### config.mk
export PLATFORM = sky130hd
export DESIGN_NAME = mdata_buf
export DESIGN_NICKNAME = d
export VERILOG_FILES = /design/src/rtl/mdata_buf.sv
export SDC_FILE = /design/constraint.sdc
export NUM_CORES = 1
export LEC_CHECK = 0
export ABC_AREA = 1
export ABC_CLOCK_PERIOD_IN_PS = 2230
export CORE_ASPECT_RATIO = 1.4
export CORE_MARGIN = 5
export CORE_UTILIZATION = 34
export DETAILED_ROUTE_END_ITERATION = 10
export GPL_TIMING_DRIVEN = 0
export PLACE_DENSITY_LB_ADDON = 0.15
export SYNTH_ARGS = -nofsm -noshare
export SYNTH_HDL_FRONTEND = slang
export SYNTH_SLANG_ARGS = --single-unit
### constraint.sdc
create_clock -name clk -period 2.23 [get_ports clk]
set_input_delay 0.446 -clock clk [delete_from_list [all_inputs] [get_ports clk]]
set_output_delay 0.446 -clock clk [all_outputs]
set_load 0.01 [all_outputs]
### src/rtl/mdata_buf.sv
module mdata_buf #(
  parameter int DATA_W = 8,
  parameter int DEPTH  = 4,
  localparam int CNT_W = $clog2(DEPTH + 1)
) (
  input  logic                    clk,
  input  logic                    rst_n,
  input  logic                    push_i,
  input  logic [DATA_W-1:0]       push_data_i,
  input  logic                    pop_i,
  output logic [DATA_W-1:0]       pop_data_o,
  input  logic                    flush_i,
  input  logic                    load_i,
  input  logic [CNT_W-1:0]        load_count_i,
  input  logic [DEPTH*DATA_W-1:0] load_data_i,
  output logic [CNT_W-1:0]        level_o,
  output logic                    has_data_o,
  output logic                    full_o
);

  localparam logic [CNT_W-1:0] LVL_FULL = CNT_W'(DEPTH);
  localparam logic [CNT_W-1:0] LVL_LAST = CNT_W'(DEPTH - 1);

  logic [DATA_W-1:0] slot_q [DEPTH];
  logic [DATA_W-1:0] slot_d [DEPTH];
  logic [CNT_W-1:0]  lvl_q, lvl_d, lvl_mid;
  logic              has_q, has_d, full_q, full_d;
  logic [CNT_W-1:0]  load_lvl;

  assign load_lvl   = (load_count_i > LVL_FULL) ? LVL_FULL : load_count_i;
  assign pop_data_o = (lvl_q == '0) ? '1 : slot_q[0];
  assign level_o    = lvl_q;
  assign has_data_o = has_q;
  assign full_o     = full_q;

  always_comb begin
    for (int k = 0; k < DEPTH; k++) slot_d[k] = slot_q[k];
    lvl_d   = lvl_q;
    has_d   = has_q;
    full_d  = full_q;
    lvl_mid = lvl_q;
    if (flush_i) begin
      for (int k = 0; k < DEPTH; k++) slot_d[k] = '0;
      lvl_d  = '0;
      has_d  = 1'b0;
      full_d = 1'b0;
    end else if (load_i) begin
      for (int k = 0; k < DEPTH; k++) slot_d[k] = load_data_i[k*DATA_W +: DATA_W];
      lvl_d  = load_lvl;
      has_d  = (load_lvl != '0);
      full_d = (load_lvl == LVL_FULL);
    end else begin
      if (pop_i && lvl_q != '0) begin
        if (lvl_q == LVL_FULL) full_d = 1'b0;
        if (lvl_q == CNT_W'(1)) has_d = 1'b0;
        for (int k = 0; k < DEPTH - 1; k++) slot_d[k] = slot_q[k+1];
        lvl_mid = lvl_q - CNT_W'(1);
      end
      lvl_d = lvl_mid;
      if (push_i && lvl_mid != LVL_FULL) begin
        for (int k = 0; k < DEPTH; k++)
          if (CNT_W'(k) == lvl_mid) slot_d[k] = push_data_i;
        if (lvl_mid == LVL_LAST) full_d = 1'b1;
        if (lvl_mid == '0) has_d = 1'b1;
        lvl_d = lvl_mid + CNT_W'(1);
      end
    end
  end

  always_ff @(posedge clk or negedge rst_n) begin
    if (!rst_n) begin
      for (int k = 0; k < DEPTH; k++) slot_q[k] <= '0;
      lvl_q  <= '0;
      has_q  <= 1'b0;
      full_q <= 1'b0;
    end else begin
      for (int k = 0; k < DEPTH; k++) slot_q[k] <= slot_d[k];
      lvl_q  <= lvl_d;
      has_q  <= has_d;
      full_q <= full_d;
    end
  end


  has_flag_chk: assert property (@(posedge clk) disable iff (!rst_n)
    has_q == (lvl_q != '0));


  full_flag_chk: assert property (@(posedge clk) disable iff (!rst_n)
    full_q == (lvl_q == LVL_FULL));


  push_drop_chk: assert property (@(posedge clk) disable iff (!rst_n)
    (lvl_q == LVL_FULL && push_i && !pop_i && !flush_i && !load_i)
    |=> (lvl_q == LVL_FULL && $stable(pop_data_o)));


  pop_empty_chk: assert property (@(posedge clk) disable iff (!rst_n)
    (lvl_q == '0 && pop_i && !push_i && !flush_i && !load_i)
    |=> (lvl_q == '0 && !has_q));


  pop_level_chk: assert property (@(posedge clk) disable iff (!rst_n)
    (lvl_q != '0 && pop_i && !push_i && !flush_i && !load_i)
    |=> (lvl_q == $past(lvl_q) - CNT_W'(1)));


  flush_empty_chk: assert property (@(posedge clk) disable iff (!rst_n)
    flush_i |=> (lvl_q == '0 && !has_q && !full_q && pop_data_o == '1));


  load_level_chk: assert property (@(posedge clk) disable iff (!rst_n)
    (load_i && !flush_i) |=> (lvl_q == $past(load_lvl)));


  swap_full_chk: assert property (@(posedge clk) disable iff (!rst_n)
    (lvl_q == LVL_FULL && push_i && pop_i && !flush_i && !load_i)
    |=> (lvl_q == LVL_FULL && full_q));

endmodule

# == After elaboration in Yosys (flattened, before gate mapping) ==
# Cells that the tools add are included.
# Widths: inputs -> output; s select.
# op_classes
n_mux,28
eq_ne,8
n_reduce_logical,9
add_sub_neg,2
magnitude_cmp,1
# ops
cell,n
$mux 32,3
$mux 8,5
$mux 24,1
$mux 3,7
$mux 1,12
$reduce_bool 3->1,4
$eq 2x3->1 const A,2
$eq 3x3->1 const B,2
$logic_not 3->1,2
$add 3x1->3 const B,1
$eq 1x3->1 const A,1
$eq 3x1->1 const B,1
$eq 3x2->1 const B,1
$gt 3x3->1 const B,1
$ne 3x3->1 const B,1
$sub 3x1->3 const B,1
$logic_and 1x1->1,2
$reduce_and 2->1,1
# word_totals
output_inout_bits,13
wordCells,55
in_bits,49
register_bits,37

# == Logic depth before layout (Yosys ltp) ==
# logic_depth
word_depth,10
mapped_depth,14
depth_no_buf,13

# == Least setup slack after synthesis ==
# OpenSTA, ideal clock, no wires.
# synth_timing
path_kind,reg2reg
from,"register lvl_q[0], in the netlist level_o[0]"
to,register slot_q[0] (netlist bit)
path_stages_with_launch,15
arrival_ns,1.948
period_less_slack_ns,2.065
required_ns,2.113
setup_slack_ns,0.165
n_path_buf,1
setup_time_ns,0.117
cell_sequence,dfrtp_1 > inv_1 > ha_1 > nand2_4 > nand2_2 > buf_6 > nand2_2 > nand2_4 > nor2_1 > ha_1 > nand3_2 > nand2_4 > nor2_8 > nand2_1 > nand2_1
# synth_between
elab_chain_cells,9
word_cells_on_any_way,12
classes_between,add/sub: 1; eq/ne: 2; mux: 3; reduce/logical: 6
# synth_rtl
element,line_no,text
from (decl),26,"logic [CNT_W-1:0] lvl_q, lvl_d, lvl_mid;"
from (signal assigned),78,lvl_q <= lvl_d;
branches (longest 2 deep; another with $sub 3x1->3),--,
$mux 3 *,53,if (pop_i && lvl_q != '0) begin
$mux 3 *,47,end else if (load_i) begin
$mux 3 *,42,if (flush_i) begin
$ne 3x3->1,60,if (push_i && lvl_mid != LVL_FULL) begin
$logic_and 1x1->1,60,
$reduce_bool 3->1 (no source line),--,
$reduce_and 2->1 (no source line) *,--,
to (decl),24,logic [DATA_W-1:0] slot_q [DEPTH];
# Every way passes the cells marked *. The select of a mux whose other input is x is not followed.
# A chain may end at the register's enable or synchronous reset.

# == Worst setup path after layout ==
# layout_timing
from,input pop_i
to,register slot_q[1] (netlist bit)
# layout_between
elab_chain_cells,8
word_cells_on_any_way,10
classes_between,eq/ne: 2; mux: 3; reduce/logical: 5
# layout_rtl
element,line_no,text
from (decl),10,"input logic pop_i,"
$logic_and 1x1->1 *,53,
$mux 3 *,53,
$mux 3 *,47,
$mux 3 *,42,
$ne 3x3->1,60,
$logic_and 1x1->1,60,
$reduce_bool 3->1 (no source line),--,
$reduce_and 2->1 (no source line) *,--,
# Every way passes the cells marked *; elsewhere a longest branch is shown, timed or not. The select of a mux whose other input is x is not followed.

==> flow_metrics.py <==
metrics = {
    "cts": {
        "cts_buffers": 5,
        "htree_num_levels": 2,
        "cts_root_buffer": "clkbuf_16",
        "clock_path_buffers": 2,
        "cts_tree": "yes",
        "cts_num_sinks": 37,
        "worstSkewPairLatency_ns": 0.28,
        "path_clk_slew_ns": 0.06,
    },
    "timing": {
        "fin_crit_sh_pct": 90.7,
        "slew_headroom_pct": 58.3,
        "fin_crit_ns": 2.02,
        "tightest_slew_ns": 0.617,
        "fmax_mhz": 495,
        "holdWs_ns": 0.479,
        "drv_slew": 0,
        "finClkSkew_ns": 0.00180,
        "finalSetupViolCount": 0,
        "final-hold-violation-count": 0,
        "rsz0062_at_grt": "false",
        "setup_ws_ns": 0.208,
    },
    "cells_and_area": {
        "nets": 558,
        "fillCellCount": 906,
        "area_delta_synth_final_pct": 32.4,
        "fin_util_pct": 45.5,
        "drive_above_1_share_pct": 9.29,
        "stdcell_area_mm2": 0.00369,
        "diodes": 0,
    },
    "placement": {
        "dp_hpwl_um": 6350,
        "dp_slack_ns": -0.321,
        "routabilityCongestion": 0.826,
        "io_buffers": 59,
        "place_area_mm2": 0.00352,
    },
    "detailed_routing": {
        "ant_nets": 0,
        "drt-initial-drc-count": 95,
        "first_pass_iters": 5,
        "vias_per_cell": 4.69,
        "wl_per_cell_um": 13.6,
        "routed_wl_um": 8240,
        "drcViolationCount": 0,
        "dr_total_vias": 2850,
    },
    "worst_hold_path": {
        "hold_class": "reg2reg",
    },
    "run_status": {
        "status": "completed",
    },
    "synth": {
        "synth_top_area_share_pct": 33.3,
        "syn_nets": 489,
        "synth_seq_area_share_pct": 33.3,
        "syn_avg_cell_area_um2": 6.39,
        "synth_cell_types": 24,
        "synth-seq-cells": 37,
        "synth_area_leader_cell": "dfrtp_1",
        "synthCells": 436,
        "synthesis.area_mm2": 0.00278,
        "synth_warnings": 0,
        "yosys-top-cells-area": "dfrtp_1 (33%), nand2_1 (18%), nor2_1 (12%)",
    },
    "grt": {
        "grt_max_degree": 33,
        "grt_pass1_vias": 2784,
        "antenna_found_initial": 0,
        "grt_pass1_wl_um": 13700,
        "grt_use_total_pct": 17.2,
        "gr-total-overflow": 0,
    },
    "worst_setup_path": {
        "slowest_stage": "clkdlybuf4s50_1",
        "crit_path_max_fanout": 10,
        "crit_chain": "clkdlybuf4s50_1 -> buf_6 -> nand3_1 -> nand2_4 -> nor2_1 -> ha_1 -> nand3_2 -> nand2_4 -> nor2_8 -> nand2_1 -> nand2_1",
        "required_ns": 2.45,
        "worstSetupPathType": "in2reg",
        "crit_arrival_ns": 2.24,
        "slowest_delay_ns": 0.54,
        "worstSetupEndpointType": "flop",
        "r2r_slack_ns": 0.22,
        "critPathLaunchType": "input pin",
        "path_buf_inv": 2,
        "cp_top_family": "simple AND/OR/NAND/NOR gates",
    },
    "floorplan": {
        "core.rowCount": 39,
        "initial_core_util_pct": 34.4,
        "io_pins": 62,
        "core_area_mm2": 0.00810,
        "die_x_um": 86.5,
        "dieArea_mm2": 0.0101,
        "die_h_um": 117,
    },
    "power": {
        "power.density_mw_per_mm2": 585,
        "leakagePower_nw": 2.00,
        "peakVddDrop_uv": 239,
        "total_power_mw": 2.16,
    },
    "job": {
        "drv_cap": 0,
    },
}
[cells in the final DEF, fill, tap and decap left out, types with 3 or more instances in the layout]
cell | netlist | final
nand2_1 | 130 | 130
nor2_1 | 90 | 90
clkdlybuf4s50_1 | 0 | 50
inv_1 | 50 | 48
nand3_1 | 36 | 36
dfrtp_1 | 37 | 36
o21ai_0 | 24 | 24
a21oi_1 | 11 | 11
nand2_4 | 8 | 8
buf_2 | 7 | 8
clkbuf_1 | 8 | 8
dlygate4sd2_1 | 0 | 8
buf_6 | 6 | 6
o21ai_1 | 6 | 6
clkbuf_16 | 0 | 5
buf_1 | 4 | 4
inv_2 | 1 | 3
nand3_4 | 3 | 3
ha_1 | 4 | 3
[tightest hold or removal path, delay by kind of cell, from the launching register on]
kind	cells	cell delay [ns]
AND/OR/NAND/NOR	2	0.09
flip-flops	1	0.35
[worst paths after layout]
check                                start         end  cells past startpoint
worst min-delay path             slot_q[7]   slot_q[7]                      2
min in group asynchronous            rst_n      full_o                      2
max in group asynchronous            rst_n  level_o[0]                      3
worst max register to register  level_o[0]   slot_q[1]                     14
worst max-delay path                 pop_i   slot_q[1]                     11
worst min register to register   slot_q[7]   slot_q[7]                      2
[kinds of logic (layout without fill, tap and decap cells)]
family,after synthesis,in the layout,synth area share (%)
adders and majority gates,4,4,1.80
DFF,37,37,33.3
AOI/OAI and AO/OA,45,45,8.40
buffers and inverters,76,146,12.2
and+or+nand+nor,274,274,44.4
[through the flow]
stage | cells | setup TNS [ns]
5_1_grt | 608 | 0
6_report | 608 | 0
2_1_floorplan | 436 | 0
3_3_place_gp | 597 | -15.58
4_1_cts | 608 | 0
3_5_place_dp | 598 | -2.97
[layout make-up]
type	count	area, µm²	area share, %
plain buffers	25	158	4.28
clock buffers	6	129	3.50
clock inverters	2	10.0	0.271
inverters	51	191	5.19
multi-input cells	323	1530	41.5
flip-flops and latches	37	927	25.1
well taps	102	128	3.46
repair buffers	62	613	16.6
[cells in the mapped netlist (all sizes together)]
cell    instances
a21o            1
a21oi          11
a31oi           2
buf            17
clkbuf          8
dfrtp          37
ha              4
inv            51
nand2         140
nand3          40
nand4           1
nor2           93
o21ai          30
o41ai           1
[per-layer routing]
metal  global-route usage, %  routed length [µm]
met2                    31.5                4200
met5                       0                   0
met1                    21.1                3530
met3                    2.38                 431
met4                    4.68                  85
[flip-flops by register name, indices dropped and copies added (netlist names)]
| register | count |
|---|---|
| full_o | 1 |
| slot_q | 32 |
| has_data_o | 1 |
| level_o | 3 |
[repair_timing]
action,in CTS,in global routing
gates resized for setup,16,0
hold buffers,1,0
hold endpoints to repair,5,0
endpoints found under the setup margin,16,0
setup buffers,1,0
[where the power goes]
| part | switching, mW | internal, mW |
|---|---|---|
| Combinational | 0.419 | 0.303 |
| Sequential | 0.0267 | 0.727 |
| Clock | 0.273 | 0.410 |
| Total | 0.718 | 1.44 |
Power figures use the tool's default switching activity.
